**src/rtl/mfx_pkg.sv**
```systemverilog
package mfx_pkg;
    typedef enum logic [1:0] {
        ST_OFF    = 2'd0,
        ST_NT_RUN = 2'd1,
        ST_TE_RUN = 2'd2
    } mfx_state_t;
endpackage

```
**src/rtl/mfx_ctrl.sv**
```systemverilog
module mfx_ctrl
    import mfx_pkg::*;
(
    input  logic       clk,
    input  logic       rst_n,
    input  logic       soft_rst,
    input  logic       mf_enable,
    input  logic       mode_te,
    output mfx_state_t state_o,
    output logic       flip_o,
    output logic       run_o
);
    mfx_state_t state_q, state_d;
    logic       mode_q;

    // next-state selection
    always_comb begin
        state_d = state_q;
        unique case (state_q)
            ST_OFF: begin
                if (mf_enable && !soft_rst)
                    state_d = mode_te ? ST_TE_RUN : ST_NT_RUN;   // T_ENABLE_TE / T_ENABLE_NT
            end
            ST_NT_RUN: begin
                if (!mf_enable || soft_rst) state_d = ST_OFF;    // T_DISABLE
                else if (mode_te)           state_d = ST_TE_RUN; // T_TO_TE
            end
            ST_TE_RUN: begin
                if (!mf_enable || soft_rst) state_d = ST_OFF;    // T_DISABLE
                else if (!mode_te)          state_d = ST_NT_RUN; // T_TO_NT
            end
            default: state_d = ST_OFF;
        endcase
    end

    // state register
    always_ff @(posedge clk or negedge rst_n) begin
        if (!rst_n) begin
            state_q <= ST_OFF;
            mode_q  <= 1'b0;
        end else begin
            state_q <= state_d;
            mode_q  <= mode_te;
        end
    end

    // outputs
    always_comb begin
        state_o = state_q;
        flip_o  = (mode_te != mode_q);
        run_o   = (state_q != ST_OFF);
    end

    a_r8_off_when_disabled: assert property (@(posedge clk) disable iff (!rst_n)
        !mf_enable |=> state_q == ST_OFF);
    a_r1_soft_to_off: assert property (@(posedge clk) disable iff (!rst_n)
        soft_rst |=> state_q == ST_OFF);
endmodule

```
**src/rtl/mfx_regfile.sv**
```systemverilog
module mfx_regfile
    import mfx_pkg::*;
#(
    parameter int NIB_W = 4,
    localparam int REG_W = 2 * NIB_W
) (
    input  logic             clk,
    input  logic             rst_n,
    input  logic             soft_rst,
    input  logic             flip,
    input  logic             mode_te,
    input  mfx_state_t       state,
    input  logic             mf_start,
    input  logic             host_we,
    input  logic             host_sel,
    input  logic [REG_W-1:0] host_wdata,
    input  logic [REG_W-1:0] rx_packed,
    output logic [REG_W-1:0] shadow_o,
    output logic [REG_W-1:0] latch_o
);
    logic [REG_W-1:0] shadow_q, latch_q;
    logic             nt_boundary, te_boundary, clr;

    assign nt_boundary = mf_start && (state == ST_NT_RUN);
    assign te_boundary = mf_start && (state == ST_TE_RUN);
    assign clr         = soft_rst || flip;

    // host-facing register: direction follows the mode pin
    always_ff @(posedge clk or negedge rst_n) begin
        if (!rst_n)                            shadow_q <= '0;
        else if (clr)                          shadow_q <= '0;
        else if (mode_te) begin
            if (te_boundary)                   shadow_q <= rx_packed;
        end else if (host_we && !host_sel)     shadow_q <= host_wdata;
    end

    // transmit latch: loaded only at a network-side boundary
    always_ff @(posedge clk or negedge rst_n) begin
        if (!rst_n)           latch_q <= '0;
        else if (clr)         latch_q <= '0;
        else if (nt_boundary) latch_q <= shadow_q;
    end

    assign shadow_o = shadow_q;
    assign latch_o  = latch_q;

    a_r3_sample_at_boundary: assert property (@(posedge clk) disable iff (!rst_n)
        nt_boundary && !clr |=> latch_q == $past(shadow_q));
    a_r4_latch_holds: assert property (@(posedge clk) disable iff (!rst_n)
        !nt_boundary && !clr |=> $stable(latch_q));
    a_r6_capture_rx: assert property (@(posedge clk) disable iff (!rst_n)
        te_boundary && mode_te && !clr |=> shadow_q == $past(rx_packed));
    a_r7_te_write_ignored: assert property (@(posedge clk) disable iff (!rst_n)
        mode_te && !mf_start && !clr |=> $stable(shadow_q));
    a_r10_flip_clears: assert property (@(posedge clk) disable iff (!rst_n)
        flip |=> (shadow_q == '0) && (latch_q == '0));
endmodule

```
**src/rtl/mfx_irq.sv**
```systemverilog
module mfx_irq (
    input  logic clk,
    input  logic rst_n,
    input  logic soft_rst,
    input  logic set_i,
    input  logic clr_i,
    output logic flag_o
);
    logic flag_q;

    always_ff @(posedge clk or negedge rst_n) begin
        if (!rst_n)        flag_q <= 1'b0;
        else if (soft_rst) flag_q <= 1'b0;
        else if (set_i)    flag_q <= 1'b1;
        else if (clr_i)    flag_q <= 1'b0;
    end

    assign flag_o = flag_q;

    a_r9_set: assert property (@(posedge clk) disable iff (!rst_n)
        set_i && !soft_rst |=> flag_q);
    a_r9_sticky: assert property (@(posedge clk) disable iff (!rst_n)
        flag_q && !clr_i && !soft_rst |=> flag_q);
    a_r1_soft_clears_flag: assert property (@(posedge clk) disable iff (!rst_n)
        soft_rst |=> !flag_q);
endmodule

```
**src/rtl/mfsub_xchg.sv**
```systemverilog
module mfsub_xchg
    import mfx_pkg::*;
#(
    parameter int NIB_W = 4,
    localparam int REG_W = 2 * NIB_W
) (
    input  logic             clk,
    input  logic             rst_n,
    input  logic             soft_rst,
    input  logic             mf_enable,
    input  logic             mode_te,
    input  logic             irq_enable,
    input  logic             mf_start,
    input  logic             host_we,
    input  logic             host_sel,
    input  logic [REG_W-1:0] host_wdata,
    output logic [REG_W-1:0] host_rdata,
    input  logic [NIB_W-1:0] rx_nib_hi,
    input  logic [NIB_W-1:0] rx_nib_lo,
    output logic [NIB_W-1:0] tx_nib_hi,
    output logic [NIB_W-1:0] tx_nib_lo,
    output logic             irq
);
    mfx_state_t       state;
    logic             flip, run, flag;
    logic [REG_W-1:0] rx_packed, shadow, latch;

    // nibble packing: subchannel 4 high, subchannel 5 low
    for (genvar b = 0; b < NIB_W; b++) begin : g_pack
        assign rx_packed[NIB_W + b] = rx_nib_hi[b];
        assign rx_packed[b]         = rx_nib_lo[b];
        assign tx_nib_hi[b] = (state == ST_NT_RUN) ? latch[NIB_W + b] : 1'b0;
        assign tx_nib_lo[b] = (state == ST_NT_RUN) ? latch[b]         : 1'b0;
    end

    mfx_ctrl u_ctrl (
        .clk       (clk),
        .rst_n     (rst_n),
        .soft_rst  (soft_rst),
        .mf_enable (mf_enable),
        .mode_te   (mode_te),
        .state_o   (state),
        .flip_o    (flip),
        .run_o     (run)
    );

    mfx_regfile #(.NIB_W(NIB_W)) u_regs (
        .clk        (clk),
        .rst_n      (rst_n),
        .soft_rst   (soft_rst),
        .flip       (flip),
        .mode_te    (mode_te),
        .state      (state),
        .mf_start   (mf_start),
        .host_we    (host_we),
        .host_sel   (host_sel),
        .host_wdata (host_wdata),
        .rx_packed  (rx_packed),
        .shadow_o   (shadow),
        .latch_o    (latch)
    );

    mfx_irq u_irq (
        .clk      (clk),
        .rst_n    (rst_n),
        .soft_rst (soft_rst),
        .set_i    (mf_start && irq_enable && run),
        .clr_i    (host_we && host_sel && host_wdata[0]),
        .flag_o   (flag)
    );

    assign irq = flag;

    always_comb begin
        if (host_sel)     host_rdata = {{(REG_W-1){1'b0}}, flag};
        else if (mode_te) host_rdata = shadow;
        else              host_rdata = '0;
    end

    a_r8_tx_zero_off: assert property (@(posedge clk) disable iff (!rst_n)
        state != ST_NT_RUN |-> (tx_nib_hi == '0) && (tx_nib_lo == '0));
    a_r8_no_irq_off: assert property (@(posedge clk) disable iff (!rst_n)
        !run && !flag |=> !flag);
endmodule

```
**config.mk**
```make
export PLATFORM = sky130hd
export DESIGN_NAME = mfsub_xchg
export DESIGN_NICKNAME = d
export VERILOG_FILES = /design/src/rtl/mfx_pkg.sv /design/src/rtl/mfx_ctrl.sv /design/src/rtl/mfx_regfile.sv /design/src/rtl/mfx_irq.sv /design/src/rtl/mfsub_xchg.sv
export SDC_FILE = /design/constraint.sdc
export NUM_CORES = 1
export LEC_CHECK = 0
export CELL_PAD_IN_SITES_DETAIL_PLACEMENT = 1
export CELL_PAD_IN_SITES_GLOBAL_PLACEMENT = 2
export CORE_ASPECT_RATIO = 1.25
export CORE_MARGIN = 2
export CORE_UTILIZATION = 29
export CTS_CLUSTER_DIAMETER = 150
export DETAILED_ROUTE_END_ITERATION = 12
export PLACE_DENSITY_LB_ADDON = 0.1
export SETUP_SLACK_MARGIN = 0.4
export SLEW_MARGIN = 20
export SYNTH_ARGS = -nofsm -noshare
export SYNTH_HDL_FRONTEND = slang
export SYNTH_HIERARCHICAL = 1
export SYNTH_SLANG_ARGS = --single-unit
export TNS_END_PERCENT = 10
```
**constraint.sdc**
```tcl
create_clock -name clk -period 4.2 [get_ports clk]
set_input_delay 0.84 -clock clk [delete_from_list [all_inputs] [get_ports clk]]
set_output_delay 0.84 -clock clk [all_outputs]
set_load 0.03 [all_outputs]
```
Word-level counts from Yosys, hierarchy flattened
Cells that the tools add are included.
- register bits after elaboration: 20
- bits of input ports: 25
- word-level logic and storage cells: 58
- output and inout port bits: 17
- muxes and demuxes: 26
- eq/ne operators: 7
- reduce and logical (&&, ||, !) cells: 20
- operators by type and width (cell ; count):
    8-bit two-way mux ; 8
    2-bit two-way mux ; 6
    1-bit two-way mux ; 11
    1-bit logical AND ; 8
    3-bit by 2-bit != test with 1-bit output (second input constant) ; 2
    2-bit case mux with 3 select lines ; 1
    3-bit nonzero test ; 2
    2-bit nonzero test ; 2
    1-bit logical NOT ; 3
    3-bit by 1-bit != test with 1-bit output (second input constant) ; 1
    3-bit AND reduction ; 1
    2-bit by 1-bit == test with 1-bit output (second input constant) ; 1
    2-bit == test (second input constant) ; 1
    2-bit logical NOT ; 1
    1-bit logical OR ; 2
    2-bit by 1-bit != test with 1-bit output (second input constant) ; 1
    2-bit AND reduction ; 1
    1-bit != test ; 1

Logic depth before layout (Yosys ltp)
Gate-level depths: netlist of run 1.
- depth in word-level cells: 5
- mapped depth: 6
- gate-level depth less buffers: 4

Hierarchy
Netlist of run 1, hierarchy kept.
- modules (own cells, without submodules) (module ; area an instance (µm²) ; sequential area each (µm²) ; times used ; cells an instance):
    mfx_regfile ; 822.0 ; 400.4 ; 1 ; 67
    mfsub_xchg ; 143.9 ; 0.0 ; 1 ; 20
    mfx_ctrl ; 122.6 ; 75.1 ; 1 ; 9
    mfx_irq ; 43.8 ; 25.0 ; 1 ; 4

Worst setup path before layout of run 1
Ideal clock, no wire load.
- kind: input-to-output
- from: input port mode_te
- to: output port host_rdata[0]
- path buffers: 0
- setup slack: 2.056 ns
- required time: 3.360 ns
- arrival time: 1.304 ns
- stages: 2
- cells stage by stage: nor2b_4 > a22o_1
- cells in the longest elaborated chain, start to end: 2
- RTL lines (element ; RTL line ; source):
    start: declaration ; mfsub_xchg.sv:11 ; input logic mode_te,
    8-bit two-way mux ; mfsub_xchg.sv:76 ; else if (mode_te) host_rdata = shadow;
    8-bit two-way mux ; mfsub_xchg.sv:75 ; if (host_sel) host_rdata = {{(REG_W-1){1'b0}}, flag};
    end: declaration ; mfsub_xchg.sv:17 ; output logic [REG_W-1:0] host_rdata,
No other way between the ends.

Final worst setup path of run 1
- from: input port host_sel
- to: output port host_rdata[2]
- cells in the longest elaborated chain, start to end: 1
- RTL lines (element ; RTL line ; source):
    start: declaration ; mfsub_xchg.sv:15 ; input logic host_sel,
    8-bit two-way mux ; mfsub_xchg.sv:75 ;
No other way between the ends.

==> results of run 1 <==
## layout by cell type, fill, tap and decap left out
cell type / Yosys / routed
nor2b_4: 2 / 2
a211oi_2: 8 / 8
xor2_1: 1 / 1
nor3_1: 8 / 8
bufinv_16: 0 / 1
or2_2: 2 / 2
inv_1: 3 / 3
a2111oi_1: 1 / 1
dfrtp_1: 20 / 20
nand2b_1: 1 / 1
a2111oi_2: 1 / 1
a22o_1: 1 / 1
buf_4: 0 / 1
and2_1: 15 / 15
nor3b_2: 1 / 1
clkbuf_8: 0 / 3
and3_2: 1 / 1
or2_1: 1 / 1
clkdlybuf4s50_1: 0 / 41
a21oi_2: 1 / 1
mux2i_1: 16 / 16
nor2_1: 8 / 8
and4b_4: 1 / 1
and3_1: 1 / 1
nand3b_1: 1 / 1
## area by class of cell
type / count / area share (%)
clock buffers: 3 / 2.54
clock inverters: 1 / 1.85
inverters: 3 / 0.692
multi-input cells: 71 / 35.4
flip-flops and latches: 20 / 30.8
well taps: 40 / 3.08
repair buffers: 42 / 25.7
## metrics by stage
stage | hold slack, ns | cells | utilization (%) | total power, mW | setup slack (ns)
after floorplan | 0.481 | 100 | - | 0.238 | 2.06
after global placement | 0.496 | 176 | 41.4 | 0.274 | 0.950
after detailed placement | 0.512 | 176 | 41.4 | 0.276 | 0.888
after CTS | 0.531 | 180 | 43.3 | 0.471 | 0.906
after global routing | 0.551 | 180 | 43.3 | 0.485 | 0.863
final | 0.523 | 180 | 43.3 | 0.467 | 0.935
## how the worst min path moves through the flow
stage / from / to / slack, ns / depth (start not counted)
finish: u_regs/latch_o[6] / u_regs/latch_o[6] / 0.52 / 2
detailed placement: u_regs/latch_o[3] / u_regs/latch_o[3] / 0.51 / 2
floorplan: u_regs/latch_o[0] / u_regs/latch_o[0] / 0.48 / 2
global placement: u_regs/latch_o[4] / u_regs/latch_o[4] / 0.50 / 2
CTS: u_regs/latch_o[3] / u_regs/latch_o[3] / 0.53 / 2
global route: u_regs/latch_o[4] / u_regs/latch_o[4] / 0.55 / 2
## worst register-to-register path: cells and delay by family, from the launching register on
family           cells  cell delay [ns]
AO/OA/AOI/OAI        1             0.13
flip-flops           1             0.45
AND/OR/NAND/NOR      2             0.86
## report_power, final
group / leakage (nW) / switching [mW] / internal (mW) / total, mW
sequential: 0.275 / 0.00417 / 0.196 / 0.201
clock: 0.0357 / 0.0690 / 0.127 / 0.196
combinational: 0.414 / 0.0333 / 0.0362 / 0.0696
total: 0.724 / 0.107 / 0.360 / 0.467
## routing by layer
layer / global-route usage, % / up-vias / part of all wire (%)
met5: 0 / - / 0
met4: 4.44 / 0 / 1.2
met3: 2.11 / 4 / 3.4
met2: 23.7 / 26 / 51
met1: 17.7 / 424 / 45
li1: - / 428 / -
## logic make-up after synthesis
logic type,count (synthesis)
simple gates,42
compound gates,12
flops,20
xor+xnor,1
buf+inv,9
mux,16
## state kept, by name, indices dropped and copies added (netlist names)
| name | count |
|---|---|
| u_irq/flag_o | 1 |
| u_ctrl/mode_q | 1 |
| u_regs/shadow_o | 8 |
| u_regs/latch_o | 8 |
| u_ctrl/state_o | 2 |
## cell usage after synthesis
master     count  area [um2]
nor3_1         8        40.0
xor2_1         1        8.76
a2111oi_1      1        10.0
and2_1        15        93.8
inv_1          3        11.3
a21oi_2        1        8.76
and3_1         1        6.26
nand2b_1       1        6.26
nor2_1         8        30.0
nand3b_1       1        7.51
dfrtp_1       20         500
or2_1          1        6.26
buf_6          3        33.8
mux2i_1       16         160
and3_2         1        7.51
a2111oi_2      1        15.0
or2_2          2        12.5
nor3b_2        1        12.5
a211oi_2       8         100
nor2b_4        2        27.5
and4b_4        1        13.8
a22o_1         1        8.76
clkbuf_1       3        11.3
==> qor.csv, run 1 <==
metric,value,unit
Static Leak,0.724,nW
Area after DPL,1560,um2
# setup viols final,0,
H-tree depth,1,
sequential cell area,500,um2
maximum VDD drop,0.162,mV
Max-slew headroom,38.8,%
max-capacitance violation count,0,
routed len/inst,15.3,um
Mapped Area,1130,um2
Tmin final,3.27,ns
Slew @ Worst Pin,0.916,ns
via-per-instance ratio,4.90,
Final TNS setup,0,ns
number of I/O port buffers,41,
starting density of the core,30.2,%
clock-pin slew of the registers on the worst-case setup and hold paths,0.08,ns
Syn Inst Count,100,
IO Count,42,
die width,59.9,um
cts repair resizes,0,
startpoint types,input port,
nature of the critical path endpoint,primary output,
crit path to,host_rdata[2],
vias in the first global route,924,
proportion of layout cells with a drive suffix above 1,15.7,%
Fin. Hold Viols,0,
Compound-Gate Fraction of Synth Area,12.6,%
cell family with most CP delay,buffers and inverters,
"most used cell, CP",clkdlybuf4s50_1,
Routability Congestion,0.751,
"flops & latches, synth",20,
total number of vias,882,
GR Util All Layers,13.9,%
Initial DRT Pass Iterations,4,
syn nets,125,
CP startpoint,host_sel,
crit-path cells,"clkdlybuf4s50_1, nor2b_4, and2_1, clkdlybuf4s50_1",
detailed placer's ending HPWL,2150,um
Std-Cell Rows,25,
Crit path largest cell delay,0.67,ns
clock sinks,20,
TritonCTS Buffers,3,
Slew Limit Fails,0,
Synth Area in Adders,0,%
fin nets,166,
residual DRC count,0,
pwr dens,287,nW/um2
fmax,306,MHz
Detail Route Antenna Nets,0,
CP required,3.36,ns
Worst R2R End,u_regs/shadow_o[0],
TritonCTS clock tree,built,
r2r worst-path depth,3,
Layout fillers,430,
design area,1630,um2
largest family of logic cells by synthesized area,simple AND/OR/NAND/NOR gates,
crit path max-delay cell type,clkdlybuf4s50_1,
Crit Path Max Fanout,8,
Worst R2R Setup Slack,2.63,ns
initial drt markers,19,
Synth warnings,6,
setup bufs post-CTS,0,
area grow syn2layout,43.6,%
simple-gate share of the synthesized area,23.3,%
CP Buf/Inv Count,2,
Crit Path Category,in2out,
core area,3750,um2
initial antenna violation count,0,
reg2reg start,u_ctrl/state_o[0],
crit share post-route,77.7,%
XOR/XNOR Fraction of Synth Area,0.773,%
synthesized area per cell,11.3,um2
Multi-input gate area,576,um2
first-pass GRT wire length,4530,um
RSZ-0062 raised after global routing,no,
Die ar.,4420,um2
# hold bufs at CTS,0,
Critical Path Stages,4,
CTS Buffer Depth,2,
sequential fraction of the synthesis area,44.2,%
outcome,completed,
distinct cell type count after synthesis,23,
clk_skew,0.00205,ns
largest net degree at the start of global routing,21,
Min-Delay Path Class,reg2reg,
remaining global-route overflow,0,
Worst EP arrival,2.43,ns
Worst-Skew Late Latency,0.26,ns
Die H,73.9,um
post-synthesis mux area share,14.1,%
antenna cell count,0,
final WL,2760,um
Root Driver,clkbuf_8,
(Power assumes the default switching activity.)
==> run 2: changes to the inputs <==
--- a/config.mk
+++ b/config.mk
@@ -9,7 +9,7 @@
 export CELL_PAD_IN_SITES_GLOBAL_PLACEMENT = 2
 export CORE_ASPECT_RATIO = 1.25
 export CORE_MARGIN = 2
-export CORE_UTILIZATION = 29
+export CORE_UTILIZATION = 27
 export CTS_CLUSTER_DIAMETER = 150
 export DETAILED_ROUTE_END_ITERATION = 12
 export PLACE_DENSITY_LB_ADDON = 0.1
==> constraint.sdc (replaced) <==
create_clock -name clk -period 3.31 [get_ports clk]
set_input_delay 0.662 -clock clk [delete_from_list [all_inputs] [get_ports clk]]
set_output_delay 0.662 -clock clk [all_outputs]
set_load 0.03 [all_outputs]
==> qor.csv, run 2 (same netlist as run 1, synthesis figures left out) <==
metric,value,unit
outcome,completed,
residual DRC count,0,
area grow syn2layout,42.2,%
maximum VDD drop,0.158,mV
Min-Delay Path Class,reg2reg,
number of I/O port buffers,41,
Final TNS setup,0,ns
Slew @ Worst Pin,0.943,ns
sequential cell area,500,um2
TritonCTS clock tree,built,
Psw,0.131,mW
Die H,76.4,um
cts repair resizes,0,
crit path max-delay cell type,clkdlybuf4s50_1,
IO Count,42,
# setup viols final,0,
remaining global-route overflow,0,
final hold slack,0.518,ns
starting density of the core,27.8,%
Fin. Hold Viols,0,
fin nets,166,
detailed placer's ending HPWL,2170,um
crit share post-route,75.2,%
vias in the first global route,944,
# hold bufs at CTS,0,
Slew Limit Fails,0,
Max-slew headroom,37.0,%
M1 GR Usage,18.3,%
Pint,0.401,mW
Sequential Power Share,47.9,%
max-capacitance violation count,0,
Final Worst Setup Slack,0.821,ns
clock-pin slew of the registers on the worst-case setup and hold paths,0.08,ns
Hold Crit Depth,2,
clock power share,35.5,%
core area,4070,um2
GRT met2 Usage,21.4,%
"commonest non-fill, non-tap cell in the layout",clkdlybuf4s50_1,
GRT busiest layer,met2,
Comb power frac,16.6,%
proportion of layout cells with a drive suffix above 1,21.4,%
setup bufs post-CTS,0,
reg2reg start,u_ctrl/state_o[1],
Worst-Skew Late Latency,0.26,ns
final WL,2880,um
hold_sp,u_regs/latch_o[7],
startpoint types,flip-flop,
CTS Buffer Depth,2,
RSZ-0062 raised after global routing,no,
cell family with most CP delay,buffers and inverters,
total number of vias,883,
Worst Hold Endpoint,u_regs/latch_o[7],
clk_skew,0.00345,ns
Multi-input gate area,576,um2
Crit path largest cell delay,0.67,ns
Initial DRT Pass Iterations,4,
"number of placed instances, taps included",192,
Std-Cell Rows,26,
initial drt markers,27,
design area,1610,um2
r2r worst-path depth,3,
antenna cell count,0,
fmax,402,MHz
first-pass GRT wire length,4820,um
Worst R2R End,u_regs/latch_o[4],
Root Driver,clkbuf_8,
Crit Path Max Fanout,8,
nature of the critical path endpoint,primary output,
most frequent cells in the layout,"clkdlybuf4s50_1 (33), dfrtp_1 (20), mux2i_1 (16), and2_1 (15), buf_4 (9)",
Detail Route Antenna Nets,0,
initial antenna violation count,0,
routing usage on met3,2.72,%
routed len/inst,14.7,um
Tmin final,2.49,ns
largest net degree at the start of global routing,21,
TritonCTS Buffers,3,
Layout fillers,457,
crit-path cells,"nor2b_4, and2_1, clkdlybuf4s50_1",
Place WS,0.794,ns
pwr dens,330,nW/um2
Die ar.,4730,um2
clock sinks,20,
CP required,2.65,ns
Worst EP arrival,1.83,ns
die width,61.9,um
Area after DPL,1560,um2
sw frac,24.6,%
H-tree depth,1,
via-per-instance ratio,4.51,
Final Non-Filler Cells,196,
Worst R2R Setup Slack,1.77,ns
GR Util All Layers,13.9,%
Static Leak,0.734,nW
Routability Congestion,0.719,
Crit Path Category,reg2out,
CP Buf/Inv Count,1,
==> run 2: worst register-to-register path, cell delays in order, from the launching register on <==
cell	delay [ns]
dfrtp_1	0.46
nand3b_1	0.57
mux2i_1	0.33
nor2_1	0.06
==> run 2: worst max-delay path by stage <==
stage / from / endpoint / slack [ns] / depth (start not counted)
global route: u_ctrl/state_o[0] / tx_nib_hi[1] / 0.72 / 3
global placement: mode_te / u_regs/shadow_o[1] / 0.86 / 5
CTS: u_ctrl/state_o[0] / tx_nib_lo[3] / 0.78 / 3
detailed placement: mode_te / u_regs/shadow_o[7] / 0.79 / 5
finish: u_ctrl/state_o[0] / tx_nib_lo[3] / 0.82 / 3
floorplan: mode_te / host_rdata[0] / 1.52 / 2
==> run 2: layout make-up <==
type | instances | share of cell area [%]
inverters | 3 | 0.699
clock buffers | 4 | 3.42
flip-flops and latches | 20 | 31.1
repair buffers | 42 | 24.7
well taps | 56 | 4.35
multi-input cells | 71 | 35.7
==> run 2: layer usage <==
layer	wire length (um)	vias to the layer above
met5	0	-
met4	24	0
met3	142	2
met2	1460	23
met1	1250	431
li1	-	427
==> run 2: power groups by stage <==
stage / clock network [mW] / logic (mW) / registers (mW)
after floorplan: 0 / 0.0439 / 0.259
after global placement: 0 / 0.0890 / 0.260
after detailed placement: 0 / 0.0897 / 0.260
after CTS: 0.200 / 0.0902 / 0.255
after global routing: 0.211 / 0.0959 / 0.256
final: 0.188 / 0.0884 / 0.255
==> run 2: per-stage QoR <==
stage	util, %	power, mW
6_report	39.6	0.532
5_1_grt	39.6	0.562
4_1_cts	39.6	0.545
3_5_place_dp	38.2	0.349
3_3_place_gp	38.2	0.349
2_1_floorplan	-	0.303
==> run 3: changes to the inputs <==
--- a/config.mk
+++ b/config.mk
@@ -9,7 +9,7 @@
 export CELL_PAD_IN_SITES_GLOBAL_PLACEMENT = 2
 export CORE_ASPECT_RATIO = 1.25
 export CORE_MARGIN = 2
-export CORE_UTILIZATION = 27
+export CORE_UTILIZATION = 24
 export CTS_CLUSTER_DIAMETER = 150
 export DETAILED_ROUTE_END_ITERATION = 12
 export PLACE_DENSITY_LB_ADDON = 0.1
==> constraint.sdc (replaced) <==
create_clock -name clk -period 2.2 [get_ports clk]
set_input_delay 0.44 -clock clk [delete_from_list [all_inputs] [get_ports clk]]
set_output_delay 0.44 -clock clk [all_outputs]
set_load 0.03 [all_outputs]
==> qor.csv, run 3 (same netlist as run 1, synthesis figures left out) <==
metric,value,unit
starting density of the core,25.4,%
Die ar.,5290,um2
reg2reg start,u_ctrl/state_o[1],
Place WS,0.167,ns
CP required,1.76,ns
"number of placed instances, taps included",201,
Layout fillers,524,
crit share post-route,80.2,%
Final Non-Filler Cells,207,
TritonCTS clock tree,built,
cell family with most CP delay,buffers and inverters,
Initial DRT Pass Iterations,4,
Worst R2R End,u_regs/shadow_o[6],
Root Driver,clkbuf_8,
clk_skew,0.00125,ns
crit-path cells,clkdlybuf4s50_1,
r2r worst-path depth,4,
GR Util All Layers,13.5,%
residual DRC count,0,
fmax,567,MHz
pwr dens,466,nW/um2
number of I/O port buffers,41,
Static Leak,0.793,nW
Slew Limit Fails,0,
sequential cell area,502,um2
Max-slew headroom,71.6,%
Crit path largest cell delay,0.68,ns
maximum VDD drop,0.171,mV
H-tree depth,1,
crit path max-delay cell type,clkdlybuf4s50_1,
# hold bufs at CTS,0,
Multi-input gate area,578,um2
clock-pin slew of the registers on the worst-case setup and hold paths,0.07,ns
Fin. Hold Viols,0,
Crit Path Category,reg2out,
Std-Cell Rows,27,
nature of the critical path endpoint,primary output,
Die H,80.8,um
antenna cell count,0,
Crit Path Max Fanout,3,
Worst R2R Setup Slack,0.71,ns
routed len/inst,15.1,um
fin nets,176,
# setup viols final,0,
IO Count,42,
outcome,completed,
vias in the first global route,1080,
Slew @ Worst Pin,0.426,ns
Detail Route Antenna Nets,0,
Hold Crit Depth,2,
TritonCTS Buffers,3,
Min-Delay Path Class,reg2reg,
proportion of layout cells with a drive suffix above 1,32.9,%
core area,4460,um2
total number of vias,939,
Worst EP arrival,1.32,ns
clock sinks,20,
first-pass GRT wire length,5420,um
die width,65.4,um
max-capacitance violation count,0,
CTS Buffer Depth,2,
Tmin final,1.76,ns
most frequent cells in the layout,"clkdlybuf4s50_1 (23), buf_4 (19), dfrtp_1 (19), mux2i_1 (16), and2_1 (14)",
detailed placer's ending HPWL,2390,um
Final TNS setup,0,ns
Worst-Skew Late Latency,0.25,ns
Routability Congestion,0.728,
area grow syn2layout,45.3,%
hold_sp,u_regs/latch_o[0],
largest net degree at the start of global routing,21,
initial drt markers,39,
remaining global-route overflow,0,
RSZ-0062 raised after global routing,yes,
CP Buf/Inv Count,1,
"commonest non-fill, non-tap cell in the layout",clkdlybuf4s50_1,
via-per-instance ratio,4.54,
final WL,3130,um
Final Worst Setup Slack,0.435,ns
initial antenna violation count,0,
Worst Hold Endpoint,u_regs/latch_o[0],
startpoint types,flip-flop,
-- run 3: changes by cell type in the layout (fill, tap and decap cells not counted), sizes merged --
cell | before | now
buf | 9 | 21
clkdlybuf4s50 | 33 | 23
clkbuf | 4 | 9
dlygate4sd2 | 0 | 2
-- run 3: worst max path at each step --
stage / from / endpoint / slack, ns / cells past startpoint
after floorplan: mode_te / u_regs/shadow_o[0] / 0.68 / 5
after global placement: mode_te / host_rdata[2] / 0.20 / 4
after detailed placement: mode_te / u_regs/shadow_o[6] / 0.17 / 5
after CTS: u_ctrl/state_o[1] / tx_nib_hi[1] / 0.23 / 3
after global routing: u_irq/flag_o / irq / 0.37 / 1
final: u_irq/flag_o / irq / 0.44 / 1
-- run 3: where the power goes --
group / total (mW) / internal (mW) / switching, mW / leakage, nW
Sequential: 0.382 / 0.375 / 0.00694 / 0.273
Clock: 0.238 / 0.122 / 0.117 / 0.0216
Combinational: 0.145 / 0.0758 / 0.0695 / 0.498
-- run 3: stage by stage --
step | power (mW) | hold WS (ns) | instance area [um2] | util, %
after floorplan | 0.455 | 0.144 | 1130 | -
after global placement | 0.533 | 0.501 | 1610 | 36.1
after detailed placement | 0.536 | 0.505 | 1610 | 36.1
after CTS | 0.781 | 0.524 | 1650 | 37.0
after global routing | 0.811 | 0.544 | 1650 | 36.9
final | 0.766 | 0.515 | 1650 | 36.9
-- run 3: per-layer routing --
layer  wire length, um  share of wire (%)  track usage, %  vias up
li1                  -                  -               -      454
met1              1340                 43            16.3      459
met2              1610                 52            24.2       24
met3               156                5.0            2.49        2
met4                18               0.58            4.38        0
met5                 0                  0               0        -
-- run 3: timing repair --
action	in CTS	in global routing
resized for setup	19	19
endpoints found under the hold margin	0	0
pin swaps	1	0
buffers inserted	0	3
endpoints found under the setup margin	16	14
-- run 3: cell type report --
type                    instances  area share (%)
clock buffers                   3            2.51
inverters                       3           0.684
multi-input cells              71            35.1
flip-flops and latches         20            30.5
well taps                      58            4.41
repair buffers                 52            26.8
